$ cat src/rtl/uart_mute_rx_pkg.sv
package uart_mute_rx_pkg;
  typedef enum logic [1:0] {
    RX_WAIT = 2'd0,
    RX_DATA = 2'd1,
    RX_STOP = 2'd2
  } rx_state_e;
endpackage

$ cat src/rtl/urx_frame.sv
module urx_frame
  import uart_mute_rx_pkg::*;
#(
  parameter int DW = 8
) (
  input  logic          clk,
  input  logic          rst,
  input  logic          rx_en,
  input  logic          bit_tick,
  input  logic          rx,
  output logic          word_vld,
  output logic [DW-1:0] word_data,
  output logic          waiting
);
  localparam int CW = (DW > 1) ? $clog2(DW) : 1;
  localparam logic [CW-1:0] LAST_BIT = CW'(DW - 1);

  rx_state_e     state;
  logic [CW-1:0] bit_cnt;
  logic [DW-1:0] shreg;

  assign waiting = (state == RX_WAIT);

  always_ff @(posedge clk) begin
    word_vld <= 1'b0;
    if (rst || !rx_en) begin
      state     <= RX_WAIT;
      bit_cnt   <= '0;
      shreg     <= '0;
      word_data <= '0;
    end else if (bit_tick) begin
      case (state)
        RX_WAIT: begin
          if (!rx) begin
            state   <= RX_DATA;
            bit_cnt <= '0;
          end
        end
        RX_DATA: begin
          shreg <= {rx, shreg[DW-1:1]};
          if (bit_cnt == LAST_BIT) state <= RX_STOP;
          else                     bit_cnt <= bit_cnt + 1'b1;
        end
        RX_STOP: begin
          state <= RX_WAIT;
          if (rx) begin
            word_vld  <= 1'b1;
            word_data <= shreg;
          end
        end
        default: state <= RX_WAIT;
      endcase
    end
  end
endmodule

$ cat src/rtl/urx_idle_det.sv
module urx_idle_det #(
  parameter int IDLE_BITS = 10
) (
  input  logic clk,
  input  logic rst,
  input  logic rx_en,
  input  logic bit_tick,
  input  logic rx,
  input  logic waiting,
  output logic idle_evt
);
  localparam int IW = $clog2(IDLE_BITS + 1);
  localparam logic [IW-1:0] HI_LAST = IW'(IDLE_BITS - 1);

  logic [IW-1:0] hi_cnt;
  logic          fired;

  always_ff @(posedge clk) begin
    idle_evt <= 1'b0;
    if (rst || !rx_en) begin
      hi_cnt <= '0;
      fired  <= 1'b0;
    end else if (!waiting) begin
      hi_cnt <= '0;
      fired  <= 1'b0;
    end else if (bit_tick) begin
      if (!rx) begin
        hi_cnt <= '0;
        fired  <= 1'b0;
      end else if (!fired) begin
        if (hi_cnt == HI_LAST) begin
          idle_evt <= 1'b1;
          fired    <= 1'b1;
          hi_cnt   <= '0;
        end else begin
          hi_cnt <= hi_cnt + 1'b1;
        end
      end
    end
  end
endmodule

$ cat src/rtl/urx_status.sv
module urx_status #(
  parameter int DW = 8
) (
  input  logic          clk,
  input  logic          rst,
  input  logic          word_vld,
  input  logic [DW-1:0] word_data,
  input  logic          idle_evt,
  input  logic          data_rd,
  input  logic          idle_clr,
  input  logic          mute_wr,
  input  logic          mute_val,
  input  logic          wake_addr,
  input  logic          irq_en_rx,
  input  logic          irq_en_idle,
  output logic [DW-1:0] rx_data,
  output logic          rx_full,
  output logic          rx_ovr,
  output logic          idle_flag,
  output logic          mute_on,
  output logic          irq
);
  logic got_q, armed_q;
  logic full_n, ovr_n, idle_n, mute_n, got_n, armed_n, irq_n, load;
  logic addr_wake, line_wake, deliver, wr_ok;

  always_comb begin
    addr_wake = mute_on && wake_addr && word_vld && word_data[DW-1];
    line_wake = mute_on && !wake_addr && idle_evt;
    deliver   = word_vld && (!mute_on || addr_wake);
    wr_ok     = wake_addr ? !rx_full : (got_q || !mute_val);

    full_n  = rx_full;
    ovr_n   = rx_ovr;
    idle_n  = idle_flag;
    mute_n  = mute_on;
    armed_n = armed_q;
    got_n   = got_q | word_vld;
    load    = 1'b0;

    if (deliver && (!rx_full || data_rd)) begin
      load   = 1'b1;
      full_n = 1'b1;
    end else if (data_rd) begin
      full_n = 1'b0;
    end

    if (deliver && rx_full && !data_rd) ovr_n = 1'b1;
    else if (data_rd)                   ovr_n = 1'b0;

    if (deliver) armed_n = 1'b1;
    if (idle_evt && !mute_on && armed_q) begin
      idle_n  = 1'b1;
      armed_n = 1'b0;
    end else if (idle_clr) begin
      idle_n = 1'b0;
    end

    if (addr_wake || line_wake)  mute_n = 1'b0;
    else if (mute_wr && wr_ok)   mute_n = mute_val;

    irq_n = (irq_en_rx && (full_n || ovr_n)) || (irq_en_idle && idle_n);
  end

  always_ff @(posedge clk) begin
    if (rst) begin
      rx_data   <= '0;
      rx_full   <= 1'b0;
      rx_ovr    <= 1'b0;
      idle_flag <= 1'b0;
      mute_on   <= 1'b0;
      irq       <= 1'b0;
      got_q     <= 1'b0;
      armed_q   <= 1'b0;
    end else begin
      if (load) rx_data <= word_data;
      rx_full   <= full_n;
      rx_ovr    <= ovr_n;
      idle_flag <= idle_n;
      mute_on   <= mute_n;
      irq       <= irq_n;
      got_q     <= got_n;
      armed_q   <= armed_n;
    end
  end
endmodule

$ cat src/rtl/uart_mute_rx.sv
module uart_mute_rx #(
  parameter int DATA_BITS = 8
) (
  input  logic                 clk,
  input  logic                 rst,
  input  logic                 bit_tick,
  input  logic                 rx,
  input  logic                 rx_en,
  input  logic                 wake_addr,
  input  logic                 mute_wr,
  input  logic                 mute_val,
  input  logic                 data_rd,
  input  logic                 idle_clr,
  input  logic                 irq_en_rx,
  input  logic                 irq_en_idle,
  output logic [DATA_BITS-1:0] rx_data,
  output logic                 rx_full,
  output logic                 rx_ovr,
  output logic                 idle_flag,
  output logic                 mute_on,
  output logic                 irq
);
  localparam int IDLE_BITS = DATA_BITS + 2;

  logic                 word_vld;
  logic [DATA_BITS-1:0] word_data;
  logic                 waiting;
  logic                 idle_evt;

  urx_frame #(.DW(DATA_BITS)) u_frame (
    .clk       (clk),
    .rst       (rst),
    .rx_en     (rx_en),
    .bit_tick  (bit_tick),
    .rx        (rx),
    .word_vld  (word_vld),
    .word_data (word_data),
    .waiting   (waiting)
  );

  urx_idle_det #(.IDLE_BITS(IDLE_BITS)) u_idle (
    .clk      (clk),
    .rst      (rst),
    .rx_en    (rx_en),
    .bit_tick (bit_tick),
    .rx       (rx),
    .waiting  (waiting),
    .idle_evt (idle_evt)
  );

  urx_status #(.DW(DATA_BITS)) u_status (
    .clk         (clk),
    .rst         (rst),
    .word_vld    (word_vld),
    .word_data   (word_data),
    .idle_evt    (idle_evt),
    .data_rd     (data_rd),
    .idle_clr    (idle_clr),
    .mute_wr     (mute_wr),
    .mute_val    (mute_val),
    .wake_addr   (wake_addr),
    .irq_en_rx   (irq_en_rx),
    .irq_en_idle (irq_en_idle),
    .rx_data     (rx_data),
    .rx_full     (rx_full),
    .rx_ovr      (rx_ovr),
    .idle_flag   (idle_flag),
    .mute_on     (mute_on),
    .irq         (irq)
  );
endmodule

$ cat config.mk
export PLATFORM = sky130hd
export DESIGN_NAME = uart_mute_rx
export DESIGN_NICKNAME = d
export VERILOG_FILES = /design/src/rtl/uart_mute_rx_pkg.sv /design/src/rtl/urx_frame.sv /design/src/rtl/urx_idle_det.sv /design/src/rtl/urx_status.sv /design/src/rtl/uart_mute_rx.sv
export SDC_FILE = /design/constraint.sdc
export NUM_CORES = 1
export LEC_CHECK = 0
export CAP_MARGIN = 20
export CORE_ASPECT_RATIO = 1.4
export CORE_MARGIN = 2
export CORE_UTILIZATION = 40
export CTS_BUF_LIST = sky130_fd_sc_hd__clkbuf_16
export CTS_CLUSTER_DIAMETER = 60
export DETAILED_ROUTE_END_ITERATION = 12
export PLACE_DENSITY = 0.67
export SYNTH_ARGS = -nofsm -noshare
export SYNTH_HDL_FRONTEND = slang
export SYNTH_HIERARCHICAL = 1
export SYNTH_SLANG_ARGS = --single-unit
$ cat constraint.sdc
create_clock -name clk -period 1.8 [get_ports clk]
set_input_delay 0.36 -clock clk [delete_from_list [all_inputs] [get_ports clk]]
set_output_delay 0.36 -clock clk [all_outputs]
set_load 0.1 [all_outputs]
==> out/qor.txt, run 1 <==
Syn. warnings = 6
worst hold path type = flop to flop
Final Critical Period = 1.493 ns
Antenna Cells = 0
Final Setup Violations = 0
CP max FO = 3
Tcrit/Tclk final = 82.92%
DR DRC count = 0
ys flop type = dfxtp_1
Req. time, crit path = 2.01 ns
Via-to-Cell Ratio = 4.936
Flop pwr share = 49.7%
post-DP HPWL = 2571 um
clk slew on worst S/H paths = 0.06 ns
arrival time worst endpoint = 1.70 ns
Worst Max-Slew Pin Slew = 0.5092 ns
All-Layer GR Usage = 14.90%
run status = finished, final reports clean
Syn Area/Cell = 9.329 um2
via count of the first global-routing pass = 1445
final hold viol count = 0
skew final = 0.004047 ns
Seq/Total Area, Yosys = 45.23%
cell taking the most area after synthesis = dfxtp_1
Detailed Route Iter0 Violations = 66
drt first pass iters = 4
gr busiest metal = met2
cts repair resizes = 0
maxcap violations = 0
Mapped Cells = 204
GR Util met3 = 3.937%
antenna violations before repair = 0
TritonCTS clock tree = done
initial core utilization = 41.63%
Post-synth EDFFs = 0
row count = 29
Sinks on Clock Net = 43
Comb pwr share = 6.6%
CORE AREA = 4572 um2
Die Height = 85.62 um
synth unique cells = 40
DIE AREA = 5333 um2
Final Util = 54.73%
Startpoint Class = primary input
pwr/cell area = 773.0 nW/um2
WL final = 3533 um
Avg WL per Cell = 11.86 um
Pleak = 0.9740 nW
total gr overflow = 0
top-count cell post-synth = dfxtp_1
CTS Root Buffer Type = clkbuf_16
Max IR drop VDD = 0.4093 mV
Vias = 1471
clock network power share = 43.7%
setup TNS = 0 ns
Rel. slew slack = 66.00%
H-tree levels = 2
hold_buf cts = 0
clk_lat worst skew = 0.28 ns
antenna viol nets, final = 0
synthesized area = 1903 um2
GR Layer Usage met2 = 26.28%
pins over their slew limit = 0
Peak Freq = 670.0 MHz
Post-synth top cells = dfxtp_1, nand2_1, a21oi_1, nor2_1, inv_1
I/O Buffers = 24
Async SR Flop Fraction = 0%
first-pass GRT wire length = 6410 um
RSZ-0062 raised after global routing = no
internal power = 0.001524 W
CTS Buf Count = 5
syn_nets = 220
synth-to-layout area growth = 31.49%
critical path class = primary input to flop
Chip Width = 62.30 um
most area-consuming cells after synthesis = dfxtp_1, mux2i_1, nand2_1
post-CTS setup buffer count = 0
met1 usage = 16.36%
crit path capture type = flop
Net Switching = 0.0004099 W
I/O pins = 25
layout cell share with drive strength beyond 1 = 17.37%
Clock Path Buffers = 2
gpl congestion = 0.7951
reg-to-reg setup timing slack = 0.47 ns
share of the synthesized area in the top cell type = 45.23%
Final Net Count = 251
Sw Share = 21.19%
Yosys reg bits = 43
largest net degree at the start of global routing = 20
-- flip-flops by register name, summed over array words and instances (netlist names), 2 cells and up --
register / flops
u_idle/hi_cnt: 4
u_frame/state: 2
u_frame/word_data: 8
u_frame/bit_cnt: 3
u_status/rx_data: 8
u_frame/shreg: 8
-- worst paths after layout --
| kind | from | end | cells past startpoint |
|---|---|---|---|
| worst max-delay path | bit_tick | u_idle/hi_cnt[2]$_SDFFE_PP0P_ | 4 |
| worst min-delay path | u_frame/word_data[4]$_SDFFE_PP0P_ | u_frame/word_data[4]$_SDFFE_PP0P_ | 2 |
| worst max register to register | u_idle/hi_cnt[1]$_SDFFE_PP0P_ | u_idle/hi_cnt[2]$_SDFFE_PP0P_ | 5 |
| worst min register to register | u_frame/word_data[4]$_SDFFE_PP0P_ | u_frame/word_data[4]$_SDFFE_PP0P_ | 2 |
-- power by group through the flow --
stage          Sequential (W)  Combinational, W  Clock (W)
2_1_floorplan        0.000989         0.0000615          0
3_3_place_gp         0.000982          0.000127          0
3_5_place_dp         0.000982          0.000128          0
4_1_cts              0.000961          0.000129   0.000878
5_1_grt              0.000961          0.000140   0.000922
6_report             0.000961          0.000127   0.000846
-- layer usage --
metal	share of wire, %	up-vias	routed length, um
met5	0	-	0
met4	0.82	0	29
met3	3.2	2	114
met2	50	26	1781
met1	46	665	1609
li1	-	778	-
-- area by class of cell --
cell class | instances | area, um2
inverters | 14 | 52.55
fillers | 425 | 2069
repair buffers | 35 | 465.4
clock buffers | 5 | 125.1
flip-flops and latches | 43 | 863.3
clock inverters | 3 | 16.27
multi-input cells | 136 | 902.1
well taps | 62 | 77.57
-- stage by stage --
stage	area [um2]	cells	power, W	hold WS [ns]	setup WS [ns]
3_3_place_gp	2361	290	0.001109	0.4439	0.04100
6_report	2502	298	0.001934	0.4551	0.3074
3_5_place_dp	2361	290	0.001110	0.4485	0.01591
2_1_floorplan	1906	204	0.001050	0.4315	0.2525
4_1_cts	2502	298	0.001968	0.4560	0.3025
5_1_grt	2502	298	0.002023	0.4794	0.2252
-- cells in the final DEF (no fill, tap or decap), types with 2 or more instances in the layout --
master / count
dfxtp_1: 41
nand2_1: 27
nor2_1: 17
a21oi_1: 17
inv_1: 15
buf_12: 14
clkdlybuf4s50_1: 11
mux2i_1: 11
buf_4: 10
a311oi_1: 8
a31o_1: 8
nand2b_1: 6
clkbuf_16: 5
nand3b_1: 5
nand3_1: 4
ha_1: 4
a31oi_1: 3
nor3b_1: 2
nor2b_1: 2
a21bo_4: 2
o21ai_0: 2
dfxtp_2: 2
-- worst max-delay path, stage by stage --
cell             delay [ns]
clkdlybuf4s50_1        0.49
a21bo_4                0.23
or4b_1                 0.49
a21oi_1                0.13
-- cells by family after synthesis --
kind of cell,share of synthesized area [%]
AOI/OAI and AO/OA,18.08
buffers and inverters,7.363
muxes,5.786
DFF,45.23
and+or+nand+nor,20.91
adders and majority gates,2.630
Note: power is estimated with default switching activity, not from simulation.
==> inputs of run 2 (changes only) <==
--- a/config.mk
+++ b/config.mk
@@ -12,7 +12,7 @@
 export CTS_BUF_LIST = sky130_fd_sc_hd__clkbuf_16
 export CTS_CLUSTER_DIAMETER = 60
 export DETAILED_ROUTE_END_ITERATION = 12
-export PLACE_DENSITY = 0.67
+export PLACE_DENSITY = 0.69
 export SYNTH_ARGS = -nofsm -noshare
 export SYNTH_HDL_FRONTEND = slang
 export SYNTH_HIERARCHICAL = 1
==> constraint.sdc (replaced) <==
create_clock -name clk -period 1.3 [get_ports clk]
set_input_delay 0.26 -clock clk [delete_from_list [all_inputs] [get_ports clk]]
set_output_delay 0.26 -clock clk [all_outputs]
set_load 0.1 [all_outputs]
==> run 2 against run 1 <==
  * Routed wire length grew 10%
  * Final area rose by 6.9%
  * Total power increased by 50%
  * Clock skew fell by 0.0010 ns
  * Combinational power is 56% higher
  * First-iteration DRC count shrank 23%
  * Final cell count grew 3.7%
  * Register-to-register slack got worse by 0.47 ns
  * Non-clock buffer count up 11
  * Clock power increased by 63%
  * Largest cell class unchanged
==> out/qor.txt, run 2 (same netlist as run 1, synthesis figures left out) <==
Die Height = 85.62 um
synth-to-layout area growth = 40.57%
antenna viol nets, final = 0
critical path class = flop to flop
Final Critical Period = 1.298 ns
CTS Buf Count = 5
CP max FO = 3
row count = 29
Top delay family on crit path = simple AND/OR/NAND/NOR gates
DIE AREA = 5333 um2
Chip Width = 62.30 um
Levels on crit path = 5
TritonCTS clock tree = done
clk_lat worst skew = 0.28 ns
Startpoint Class = flop
Req. time, crit path = 1.51 ns
Worst R2R End = u_idle/hi_cnt[2]$_SDFFE_PP0P_
CTS Root Buffer Type = clkbuf_16
Max IR drop VDD = 0.8278 mV
top flop regs = u_frame/shreg: 8 flops, u_frame/word_data: 8 flops, u_status/rx_data: 8 flops
Tcrit/Tclk final = 99.84%
via count of the first global-routing pass = 1606
most common cell after layout, fill and taps aside = dfxtp_1
run status = finished, final reports clean
Via-to-Cell Ratio = 5.058
largest net degree at the start of global routing = 14
antenna violations before repair = 0
Worst Max-Slew Pin Slew = 0.3397 ns
clk slew on worst S/H paths = 0.06 ns
RSZ-0062 raised after global routing = yes
Rel. slew slack = 77.31%
R2R Path Start = u_idle/hi_cnt[1]$_SDFFE_PP0P_
maxcap violations = 0
post-route design area = 2675 um2
WHS = 0.4552 ns
end of the critical path = u_idle/hi_cnt[2]$_SDFFE_PP0P_
WL final = 3901 um
Pleak = 1.062 nW
cell-by-cell trace of the critical path = inv_2 -> ha_2 -> nand3b_1 -> or4b_4 -> a21oi_2
I/O Buffers = 24
arrival time worst endpoint = 1.51 ns
pwr/cell area = 1085 nW/um2
Detailed Route Iter0 Violations = 51
Final Net Count = 262
Sinks on Clock Net = 43
total gr overflow = 0
Antenna Cells = 0
Worst Reg-to-Reg Cells = 5
pins over their slew limit = 0
Avg WL per Cell = 12.62 um
Final Setup Violations = 0
initial core utilization = 41.63%
All-Layer GR Usage = 15.65%
skew final = 0.003020 ns
gpl congestion = 0.7431
max incr delay on CP = 0.47 ns
Placed Area = 2420 um2
final hold viol count = 0
reg-to-reg setup timing slack = 0.002 ns
CORE AREA = 4572 um2
H-tree levels = 2
worst hold path type = flop to flop
crit path launch = u_idle/hi_cnt[1]$_SDFFE_PP0P_
drt first pass iters = 4
CP max-delay cell = or4b_4
worst path bufs/invs = 1
most frequent cells in the layout = dfxtp_1, nand2_1, buf_4
post-DP HPWL = 2776 um
crit path capture type = flop
DR DRC count = 0
I/O pins = 25
Peak Freq = 770.5 MHz
Clock Path Buffers = 2
first-pass GRT wire length = 6803 um
Vias = 1563
layout cell share with drive strength beyond 1 = 30.77%
## run 2: changes by cell type in the layout (fill, tap and decap cells not counted), sizes merged, moves of 2 or more
cell	delta
clkdlybuf4s50	-4
dlymetal6s2s	+2
buf	+11
inv	-2
dlygate4sd2	+2
## run 2: layout make-up
type                    count  area [um2]
fillers                   415        1897
multi-input cells         136       954.7
flip-flops and latches     43       884.6
repair buffers             46       538.0
clock buffers               5       125.1
well taps                  62       77.57
inverters                  14       56.30
clock inverters             3       38.79
## run 2: how the worst min path moves through the flow
stage | from | to | slack (ns) | cells after the start
6_report | u_frame/shreg[0]$_SDFFE_PP0P_ | u_frame/word_data[0]$_SDFFE_PP0P_ | 0.46 | 2
5_1_grt | u_frame/word_data[3]$_SDFFE_PP0P_ | u_frame/word_data[3]$_SDFFE_PP0P_ | 0.48 | 2
4_1_cts | u_frame/shreg[0]$_SDFFE_PP0P_ | u_frame/word_data[0]$_SDFFE_PP0P_ | 0.46 | 2
3_5_place_dp | u_frame/word_data[4]$_SDFFE_PP0P_ | u_frame/word_data[4]$_SDFFE_PP0P_ | 0.45 | 2
3_3_place_gp | u_frame/word_data[3]$_SDFFE_PP0P_ | u_frame/word_data[3]$_SDFFE_PP0P_ | 0.44 | 2
2_1_floorplan | data_rd | u_status/rx_ovr$_SDFF_PP0_ | 0.33 | 1
## run 2: tightest hold or removal path, stage by stage (launching register included)
cell,delay (ns)
dfxtp_1,0.31
nand2_1,0.05
a21oi_1,0.05
## run 2: report_power, final
part	switching (W)	leakage, nW	total, W	internal, W
clock network	0.000481	0.0812	0.00138	0.000895
logic	0.0000962	0.626	0.000198	0.000102
registers	0.00000846	0.355	0.00133	0.00132
total	0.000586	1.06	0.00290	0.00232
## run 2: what timing repair did
item | CTS | global route
setup endpoints to repair | 10 | 15
gates resized for setup | 4 | 15
pin swaps | 1 | 3
hold buffers | 0 | 0
buffers inserted | 1 | 3
## run 2: metrics by stage
stage                     setup slack (ns)  power, W  setup TNS, ns  util (%)  cells
after floorplan                   -0.05604  0.001450        -0.4482         -    204
after global placement             -0.3595  0.001541         -9.367     52.93    297
after detailed placement           -0.4175  0.001542         -10.01     52.93    297
after CTS                          0.01111  0.002918              0     56.71    306
after global routing              -0.06679  0.002996       -0.09364     58.51    309
final                             0.002110  0.002902              0     58.51    309
## run 2: per-layer routing
metal / up-vias / track usage [%] / wire (um)
met5: - / 0 / 0
met1: 739 / 16.09 / 1571
met4: 0 / 7.071 / 70
met3: 5 / 3.937 / 155
li1: 794 / - / -
met2: 25 / 29.74 / 2104
